### src/rtl/gain_word_aligner_pkg.sv
package gain_word_aligner_pkg;

  // Widths of the input sample and the FIFO word.
  parameter int SAMPLE_W = 18;
  parameter int WORD_W   = 24;

  // Gain ladder: top step in dB, dB per bit of shift, number of regular steps.
  parameter int TOP_GAIN_DB  = 30;
  parameter int STEP_DB      = 6;
  parameter int LADDER_STEPS = 4;   // codes 0..3 map to one bit each
  parameter int GAIN_W       = 3;

  // Derived quantities.
  localparam int MAX_SHIFT = TOP_GAIN_DB / STEP_DB;          // 0 dB step
  localparam int EXT_W     = SAMPLE_W + MAX_SHIFT;           // significant bits
  localparam int SHIFT_W   = $clog2(MAX_SHIFT + 1);
  localparam int PAD_LO_W  = WORD_W - SAMPLE_W;              // pad for upper align
  localparam int SIGN_X_W  = WORD_W - SAMPLE_W;              // sign copies, lower align

  typedef logic signed [SAMPLE_W-1:0] sample_t;
  typedef logic signed [WORD_W-1:0]   word_t;
  typedef logic [GAIN_W-1:0]          gain_code_t;
  typedef logic [SHIFT_W-1:0]         shift_t;

  typedef enum logic [1:0] {
    ALIGN_LOWER  = 2'd0,
    ALIGN_UPPER  = 2'd1,
    ALIGN_EXTEND = 2'd2
  } align_mode_e;

  // Strobes from control to datapath.
  typedef struct packed {
    logic   load;
    logic   selExtend;
    logic   selUpper;
    logic   selLower;
    shift_t shiftAmt;
  } align_strobe_t;

endpackage

### src/rtl/gain_word_aligner_ctrl.sv
module gain_word_aligner_ctrl
  import gain_word_aligner_pkg::*;
(
  input  logic          clk,
  input  logic          rstN,
  input  logic          inValid,
  input  gain_code_t    gainCode,
  input  logic          extendEn,
  input  logic          alignUpper,
  output align_strobe_t strobe
);

  align_mode_e modeSel;
  shift_t      gainShift;

  // Mode priority: extension first, then the bypass alignment choice.
  always_comb begin
    if (extendEn)        modeSel = ALIGN_EXTEND;
    else if (alignUpper) modeSel = ALIGN_UPPER;
    else                 modeSel = ALIGN_LOWER;
  end

  // Gain step to shift: regular steps shift one bit each; the bottom step
  // and any unused code take the full shift.
  always_comb begin
    if (32'(gainCode) < LADDER_STEPS) gainShift = shift_t'(gainCode);
    else                              gainShift = shift_t'(MAX_SHIFT);
  end

  always_comb begin
    strobe.load      = inValid;
    strobe.selExtend = (modeSel == ALIGN_EXTEND);
    strobe.selUpper  = (modeSel == ALIGN_UPPER);
    strobe.selLower  = (modeSel == ALIGN_LOWER);
    strobe.shiftAmt  = (modeSel == ALIGN_EXTEND) ? gainShift : '0;
  end

  // exactly one alignment path is chosen in every cycle.
  always_comb begin
    assert_one_mode_R9: assert ($onehot({strobe.selExtend, strobe.selUpper, strobe.selLower}))
      else $error("alignment selects not one-hot");
  end

  // the shift never exceeds the bottom-of-ladder value.
  assert_shift_range_R5: assert property (@(posedge clk) disable iff (!rstN)
    32'(strobe.shiftAmt) <= MAX_SHIFT)
    else $error("shift out of range");

  // bypass modes never carry a shift.
  assert_bypass_noshift_R9: assert property (@(posedge clk) disable iff (!rstN)
    !extendEn |-> (strobe.shiftAmt == '0))
    else $error("shift in bypass");

endmodule

### src/rtl/gain_word_aligner_dp.sv
module gain_word_aligner_dp
  import gain_word_aligner_pkg::*;
(
  input  logic          clk,
  input  logic          rstN,
  input  sample_t       inSample,
  input  align_strobe_t strobe,
  output logic          outValid,
  output word_t         outWord
);

  word_t sampleWide;
  word_t upperWord;
  word_t shiftCand [MAX_SHIFT+1];
  word_t extWord;
  word_t nextWord;

  // Sign extension to the full word (lower alignment form).
  assign sampleWide = {{SIGN_X_W{inSample[SAMPLE_W-1]}}, inSample};

  // Upper alignment: sample at the top, zeros below.
  assign upperWord = {inSample, {PAD_LO_W{1'b0}}};

  // One candidate per legal shift.
  for (genvar s = 0; s <= MAX_SHIFT; s++) begin : g_shift
    assign shiftCand[s] = word_t'(sampleWide <<< s);
  end

  always_comb begin
    extWord = shiftCand[0];
    for (int k = 1; k <= MAX_SHIFT; k++) begin
      if (32'(strobe.shiftAmt) == k) extWord = shiftCand[k];
    end
  end

  always_comb begin
    unique case (1'b1)
      strobe.selExtend: nextWord = extWord;
      strobe.selUpper:  nextWord = upperWord;
      default:          nextWord = sampleWide;
    endcase
  end

  always_ff @(posedge clk) begin
    if (!rstN) begin
      outValid <= 1'b0;
      outWord  <= '0;
    end else begin
      outValid <= strobe.load;
      if (strobe.load) outWord <= nextWord;
    end
  end

  // a valid input yields a result on the next edge.
  assert_latency_R2: assert property (@(posedge clk) disable iff (!rstN)
    strobe.load |=> outValid)
    else $error("missing result strobe");

  // no input, no result, word held.
  assert_hold_R3: assert property (@(posedge clk) disable iff (!rstN)
    !strobe.load |=> (!outValid && $stable(outWord)))
    else $error("word changed without input");

  // extended word sign-extends its 23-bit field.
  assert_ext_sign_R6: assert property (@(posedge clk) disable iff (!rstN)
    (strobe.load && strobe.selExtend) |=> (outWord[WORD_W-1] == outWord[EXT_W-1]))
    else $error("extended field not sign extended");

  // vacated low bits are zero.
  assert_ext_lowzero_R6: assert property (@(posedge clk) disable iff (!rstN)
    (strobe.load && strobe.selExtend) |=>
      ((outWord & ((word_t'(1) << $past(strobe.shiftAmt)) - word_t'(1))) == '0))
    else $error("low bits not cleared");

  // upper alignment leaves the pad bits zero.
  assert_upper_pad_R8: assert property (@(posedge clk) disable iff (!rstN)
    (strobe.load && strobe.selUpper) |=> (outWord[PAD_LO_W-1:0] == '0))
    else $error("upper pad not zero");

  // lower alignment copies the sign over the top bits.
  assert_lower_sign_R7: assert property (@(posedge clk) disable iff (!rstN)
    (strobe.load && strobe.selLower) |=>
      (outWord[WORD_W-1:SAMPLE_W] == {SIGN_X_W{outWord[SAMPLE_W-1]}}))
    else $error("lower sign copy wrong");

endmodule

### src/rtl/gain_word_aligner.sv
module gain_word_aligner
  import gain_word_aligner_pkg::*;
(
  input  logic                     clk,
  input  logic                     rstN,
  input  logic                     inValid,
  input  logic signed [17:0]       inSample,
  input  logic [2:0]               gainCode,
  input  logic                     extendEn,
  input  logic                     alignUpper,
  output logic                     outValid,
  output logic signed [23:0]       outWord
);

  align_strobe_t strobe;

  gain_word_aligner_ctrl i_ctrl (
    .clk        (clk),
    .rstN       (rstN),
    .inValid    (inValid),
    .gainCode   (gainCode),
    .extendEn   (extendEn),
    .alignUpper (alignUpper),
    .strobe     (strobe)
  );

  gain_word_aligner_dp i_dp (
    .clk      (clk),
    .rstN     (rstN),
    .inSample (inSample),
    .strobe   (strobe),
    .outValid (outValid),
    .outWord  (outWord)
  );

  // reset clears the outputs on the following edge.
  assert_reset_clear_R1: assert property (@(posedge clk)
    !rstN |=> (!outValid && (outWord == '0)))
    else $error("reset did not clear outputs");

endmodule

### config.mk
export PLATFORM = sky130hd
export DESIGN_NAME = gain_word_aligner
export DESIGN_NICKNAME = d
export VERILOG_FILES = /design/src/rtl/gain_word_aligner_pkg.sv /design/src/rtl/gain_word_aligner_ctrl.sv /design/src/rtl/gain_word_aligner_dp.sv /design/src/rtl/gain_word_aligner.sv
export SDC_FILE = /design/constraint.sdc
export NUM_CORES = 1
export LEC_CHECK = 0
export CORE_UTILIZATION = 45
export CTS_CLUSTER_DIAMETER = 120
export DETAILED_ROUTE_END_ITERATION = 8
export GPL_TIMING_DRIVEN = 0
export PLACE_DENSITY = 0.77
export SYNTH_ARGS = -nofsm -noshare
export SYNTH_HDL_FRONTEND = slang
export SYNTH_SLANG_ARGS = --single-unit
export TNS_END_PERCENT = 30
### constraint.sdc
create_clock -name clk -period 1.27 [get_ports clk]
set_clock_uncertainty 0.05 [all_clocks]
set_input_delay 0.1905 -clock clk [delete_from_list [all_inputs] [get_ports clk]]
set_output_delay 0.1905 -clock clk [all_outputs]
set_load 0.01 [all_outputs]
==> flow_metrics.py, run 1 <==
metrics = {
    "run_status": {
        "status": "finished, final reports clean",
    },
    "final_layout": {
        "antenna_cells": 0,
        "mostFrequentLayoutCells": "dlygate4sd2_1, o21ai_0, dfxtp_1",
        "num-fill-cells": 433,
        "layout_commonest_cell": "dlygate4sd2_1",
        "areaGrowthSynthToFinish_pct": 26.5,
        "fin_nets": 332,
        "fin_cells": 357,
        "layout-drive-gt1-share_pct": 15.7,
    },
    "routing": {
        "viasPerCell": 6.49,
        "wl_per_cell_um": 18.4,
        "antenna_left": 0,
        "dr.first_iter.drc_count": 177,
        "drt_pass1_iterations": 4,
        "drc": 0,
        "drt_wl_total_um": 6560,
        "routed-via-count": 2316,
    },
    "power_and_ir_drop": {
        "p_seq_share_pct": 41.4,
        "power.share.switching_pct": 34.3,
        "p_comb_share_pct": 34.0,
        "p_sw_mw": 0.717,
        "clkPwrFrac_pct": 24.6,
        "leakagePower_nw": 1.11,
        "internal_power_mw": 1.38,
        "cellPowerDensity_nw_per_um2": 793,
        "ir_worst_vdd_v": 0.000438,
        "fin_total_pwr_mw": 2.09,
    },
    "worst_setup_path": {
        "cp.required_ns": 1.43,
        "critPathSlowestCell": "clkdlybuf4s50_1",
        "critPathArrivalTime_ns": 1.34,
        "critPathMaxStageDelay_ns": 0.61,
        "startpoint_type": "input port",
        "crit_path_max_fanout": 6,
        "cp-end-kind": "flop",
        "worstPathCellList": "clkdlybuf4s50_1 > mux2i_1 > nor3_2 > a21oi_1 > a211oi_2",
        "crit_type": "input port to flop",
    },
    "global_route": {
        "grt_pass1_wl_um": 10800,
        "grt_use_total_pct": 26.9,
        "grt_pass1_vias": 2149,
        "met2_usage_pct": 43.2,
        "grt_max_degree": 16,
        "grt_util_met1_pct": 36.9,
        "met3_usage_pct": 4.33,
        "grt-busiest-layer": "met2",
        "antenna_found_initial": 0,
        "grt_overflow": 0,
    },
    "synth": {
        "syn-instance-count": 256,
        "synth-edff-count": 0,
        "synth_warnings": 0,
        "synth.distinct_cells": 38,
        "synth_top_area_cell": "dfxtp_1",
        "syn_area_um2": 2090,
        "ys_seq_area_share_pct": 24.0,
        "async_flop_share_pct": 0,
        "synth_flop_cell": "dfxtp_1",
        "syn_nets": 282,
        "synth.area.top_cells": "dfxtp_1, mux2i_1, o21ai_0",
        "synth.avg_cell_area_um2": 8.16,
        "synth_seq_cells": 25,
        "synth_top_area_share_pct": 24.0,
    },
    "die": {
        "ioPinCount": 51,
        "dieWidth_um": 70.1,
        "num_rows": 24,
        "die_h_um": 70.1,
        "core_um2": 4410,
        "start_util_pct": 47.3,
        "die_area_um2": 4920,
    },
    "place": {
        "dp_cells": 352,
        "hpwl_um": 4520,
        "portBuffers": 44,
        "dpl_worst_slack_ns": -0.618,
        "finalWeightedCongestion": 0.940,
    },
    "min_path": {
        "hold_class": "input port to flop",
    },
    "sta": {
        "drv_slew": 0,
        "fmax_ghz": 0.843,
        "period_needed_ns": 1.19,
        "finalHoldViolCount": 0,
        "post-route-period-util_pct": 93.4,
        "setup_slack_ns": 0.0843,
        "grt_setup_unrepaired": "false",
        "tightest_slew_ns": 0.474,
        "whs_ns": 0.205,
        "finalSetupViolations": 0,
        "slew_headroom_pct": 68.4,
    },
    "flow_run": {
        "drv_cap": 0,
    },
    "cts": {
        "insertion_delay_ns": 0.27,
        "cts-root-buf": "clkbuf_8",
        "htreeDepth": 1,
        "clkTransAtPathRegs_ns": 0.10,
        "cts_buffers": 3,
        "cts_hold_buf": 0,
        "cts_sinks": 25,
        "cts_tree": "done",
        "cts_setup_buffers": 0,
        "clockBufferDepth": 2,
    },
}
[cell type report]
cell class	instances	area (um2)	share of cell area, %
Clock inverter	1	7.51	0.284
Clock buffer	3	41.3	1.56
Timing Repair Buffer	45	398	15.1
Tap cell	52	65.1	2.46
Sequential cell	25	500	18.9
Buffer	30	201	7.63
Multi-Input combinational cell	198	1420	53.6
Inverter	3	11.3	0.426
[cell usage after synthesis (2+ instances only)]
cell,count
buf_4,5
a21oi_1,17
mux2i_1,20
buf_6,4
o21ai_1,5
nor2b_1,4
a31oi_1,12
buf_2,11
nand2b_1,12
a221oi_2,8
nand2_1,19
dfxtp_1,25
nand3_1,2
nand4b_1,10
clkbuf_1,10
inv_1,2
o21ai_0,32
a221oi_1,4
a21o_1,10
a211oi_1,4
o221a_1,12
a32oi_1,2
nor2_1,10
o21a_1,2
[power by group through the flow]
stage	Sequential [mW]	Clock (mW)	Combinational, mW
after floorplan	0.913	0	0.394
after global placement	0.886	0	0.730
after detailed placement	0.888	0	0.738
after CTS	0.868	0.516	0.695
after global routing	0.876	0.551	0.769
final	0.867	0.515	0.711
[path summary, 6_finish.rpt]
kind,startpoint,endpoint,slack [ns],cells after the start
worst max-delay path,inSample[0],i_dp.outWord[1]$_SDFFE_PN0P_,0.08,5
worst min-delay path,inSample[13],i_dp.outWord[18]$_SDFFE_PN0P_,0.21,3
worst max register to register,i_dp.outWord[5]$_SDFFE_PN0P_,i_dp.outWord[5]$_SDFFE_PN0P_,0.47,3
worst min register to register,i_dp.outWord[0]$_SDFFE_PN0P_,i_dp.outWord[0]$_SDFFE_PN0P_,0.43,2
[kinds of logic (layout without fill, tap and decap cells)]
logic type	after synthesis	count (layout)	share of synthesized area, %
flops	25	25	24.0
simple gates	61	61	16.8
mux	20	20	9.59
compound gates	117	117	40.7
buf+inv	33	82	8.93
[critical path: cells and delay by family]
family          cells  cell delay [ns]
buf+inv             1             0.61
compound gates      2             0.28
mux                 1             0.15
simple gates        1             0.12
[layer usage]
| layer | share of wire, % | routed length, um | vias up |
|---|---|---|---|
| met3 | 8.3 | 545 | 14 |
| met1 | 43 | 2850 | 1100 |
| li1 | - | - | 1079 |
| met4 | 1.6 | 107 | 0 |
| met5 | 0 | 0 | - |
| met2 | 47 | 3060 | 123 |
[repair_timing]
| action | CTS | global route |
|---|---|---|
| setup endpoints to repair | 48 | 20 |
| resized for setup | 49 | 17 |
| pin swaps | 4 | 5 |
| cloned | 0 | 1 |
| endpoints found under the hold margin | 0 | 0 |
[sequential cells by signal (all words and copies together) (netlist names)]
name and cells:
i_dp.outWord 24, i_dp.outValid 1
[per-stage QoR]
stage          instance area [um2]  TNS [ns]  util, %
2_1_floorplan                 2090         0        -
3_3_place_gp                  2600    -12.49     58.8
3_5_place_dp                  2600    -12.59     58.8
4_1_cts                       2620         0     59.4
5_1_grt                       2640         0     59.8
6_report                      2640         0     59.8
No activity file was read; power rests on OpenSTA's default activity.
==> run 2, diff against run 1 <==
--- a/config.mk
+++ b/config.mk
@@ -8,7 +8,7 @@
 export CORE_UTILIZATION = 45
 export CTS_CLUSTER_DIAMETER = 120
 export DETAILED_ROUTE_END_ITERATION = 8
-export GPL_TIMING_DRIVEN = 0
+export GPL_TIMING_DRIVEN = 1
 export PLACE_DENSITY = 0.77
 export SYNTH_ARGS = -nofsm -noshare
 export SYNTH_HDL_FRONTEND = slang
==> run 2 against run 1 <==
Critical path depth unchanged. Cell count up 9.0%. Via count up 3.7%. Sequential power about the same. Fmax down 3.9%. Non-clock buffer count up 32. Worst hold slack better by 0.094 ns.
==> flow_metrics.py, run 2 (synthesis results as in run 1) <==
metrics = {
    "run_status": {
        "status": "finished, final reports clean",
    },
    "cts": {
        "clkTransAtPathRegs_ns": 0.10,
        "htreeDepth": 1,
        "insertion_delay_ns": 0.27,
        "cts_sinks": 25,
        "cts_hold_buf": 0,
        "clockBufferDepth": 2,
        "cts-root-buf": "clkbuf_8",
        "cts_tree": "done",
        "cts_buffers": 3,
    },
    "final_layout": {
        "areaGrowthSynthToFinish_pct": 44.4,
        "layout-drive-gt1-share_pct": 25.2,
        "multi_input_comb_area_um2": 1450,
        "reg_top3": "i_dp.outWord (24), i_dp.outValid (1)",
        "regMostFlops": "i_dp.outWord",
        "regArea_um2": 500,
        "fin_nets": 364,
        "mostFrequentLayoutCells": "buf_4, dlygate4sd2_1, o21ai_0",
        "layout_commonest_cell": "buf_4",
        "largest_reg_flops": 24,
        "fin_cells": 389,
        "num-fill-cells": 375,
        "antenna_cells": 0,
    },
    "flow_run": {
        "drv_cap": 0,
    },
    "power_and_ir_drop": {
        "p_seq_share_pct": 39.4,
        "ir_worst_vdd_v": 0.000478,
        "cellPowerDensity_nw_per_um2": 730,
        "leakagePower_nw": 1.32,
        "internal_power_mw": 1.47,
        "p_comb_share_pct": 37.8,
        "clkPwrFrac_pct": 22.8,
        "p_sw_mw": 0.728,
        "power.share.switching_pct": 33.1,
        "fin_total_pwr_mw": 2.20,
    },
    "routing": {
        "maxUsedRoutingLayer": "met4",
        "dr.first_iter.drc_count": 215,
        "drc": 0,
        "routed-via-count": 2401,
        "antenna_left": 0,
        "met3WireLength_um": 455,
        "drt_wl_total_um": 6490,
        "wl_per_cell_um": 16.7,
        "met2_length_um": 3140,
        "drt-met1-wl_um": 2810,
        "viasPerCell": 6.17,
        "drt_pass1_iterations": 5,
    },
    "die": {
        "start_util_pct": 47.3,
        "num_rows": 24,
        "die_h_um": 70.1,
        "core_um2": 4410,
        "dieWidth_um": 70.1,
        "die_area_um2": 4920,
        "ioPinCount": 51,
    },
    "worst_setup_path": {
        "path_buf_inv": 1,
        "critPathSlowestCell": "dlygate4sd2_1",
        "startpoint_type": "input port",
        "r2r_setup_slack_ns": 0.50,
        "cp.required_ns": 1.44,
        "worstPathCellList": "dlygate4sd2_1 > nand4b_1 > a21o_1 > a31oi_2 > o221a_1",
        "crit_path_max_fanout": 8,
        "cp.depth": 5,
        "cp-end-kind": "flop",
        "reg2reg_depth": 3,
        "r2r-end": "i_dp.outWord[5]$_SDFFE_PN0P_",
        "reg2reg_from": "i_dp.outWord[5]$_SDFFE_PN0P_",
        "critPathMaxStageDelay_ns": 0.46,
        "critPathArrivalTime_ns": 1.40,
        "crit_type": "input port to flop",
        "path_delay_family": "compound AO/OA/AOI/OAI gates",
    },
    "sta": {
        "tns_ns": 0,
        "finalSetupViolations": 0,
        "period_needed_ns": 1.23,
        "drv_slew": 0,
        "fmax_ghz": 0.810,
        "slew_headroom_pct": 72.0,
        "post-route-period-util_pct": 97.2,
        "whs_ns": 0.300,
        "finalHoldViolCount": 0,
        "grt_setup_unrepaired": "false",
        "tightest_slew_ns": 0.419,
    },
    "place": {
        "hpwl_um": 4550,
        "portBuffers": 50,
        "finalWeightedCongestion": 0.907,
        "dp_cells": 380,
    },
    "global_route": {
        "grt_use_total_pct": 26.3,
        "grt_pass1_vias": 2207,
        "grt_overflow": 0,
        "grt_max_degree": 44,
        "grt_pass1_wl_um": 10700,
        "antenna_found_initial": 0,
    },
    "min_path": {
        "hold_class": "input port to flop",
        "hold_start": "inSample[2]",
        "hold_depth": 3,
        "holdPathEnd": "i_dp.outWord[2]$_SDFFE_PN0P_",
    },
}
==> run 2: worst register-to-register path, delay by kind of cell (launching register included) <==
family | cells | cell delay, ns
AND/OR/NAND/NOR | 1 | 0.08
flip-flops | 1 | 0.32
AO/OA/AOI/OAI | 2 | 0.22
==> run 2: worst max path at each step <==
stage / start / end / slack, ns
global placement: gainCode[1] / i_dp.outWord[17]$_SDFFE_PN0P_ / -0.57
floorplan: gainCode[1] / i_dp.outWord[16]$_SDFFE_PN0P_ / 0.01
global route: inSample[1] / i_dp.outWord[1]$_SDFFE_PN0P_ / 0.03
CTS: gainCode[2] / i_dp.outWord[6]$_SDFFE_PN0P_ / 0.004
detailed placement: gainCode[1] / i_dp.outWord[9]$_SDFFE_PN0P_ / -0.63
finish: inSample[7] / i_dp.outWord[9]$_SDFFE_PN0P_ / 0.04
==> run 2: final cells by class <==
cell class                 count  area share (%)
timing repair buffer         107            30.9
sequential                    25            16.6
inverter                       3           0.498
clock buffer                   3            1.37
tap                           52            2.16
clock inverter                 1           0.249
multi-input combinational    198            48.2
==> run 2: repair_timing <==
item	4_1_cts	5_1_grt
endpoints found under the setup margin	48	14
gates cloned	0	0
buffers inserted	5	0
pin swaps	2	5
endpoints found under the hold margin	0	0
gates resized for setup	51	25
==> run 2: layer usage <==
layer / track usage (%) / vias to the layer above
met1: 36.0 / 1128
met2: 43.9 / 123
met4: 6.67 / 0
li1: - / 1142
met5: 0 / -
met3: 3.17 / 8
==> run 2: power by group through the flow <==
stage          Sequential (mW)  Clock, mW  Combinational, mW
6_report                 0.868      0.502              0.833
5_1_grt                  0.875      0.542              0.897
4_1_cts                  0.869      0.509              0.802
3_5_place_dp             0.889          0              0.836
3_3_place_gp             0.887          0              0.819
2_1_floorplan            0.913          0              0.394
==> run 2: per-stage QoR <==
| step | instance area, um2 | utilization, % | worst slack (ns) |
|---|---|---|---|
| final | 3020 | 68.3 | 0.0356 |
| after floorplan | 2090 | - | 0.0120 |
| after global placement | 2910 | 65.8 | -0.573 |
| after detailed placement | 2910 | 65.8 | -0.633 |
| after global routing | 3020 | 68.3 | 0.0266 |
| after CTS | 2960 | 67.1 | 0.00413 |
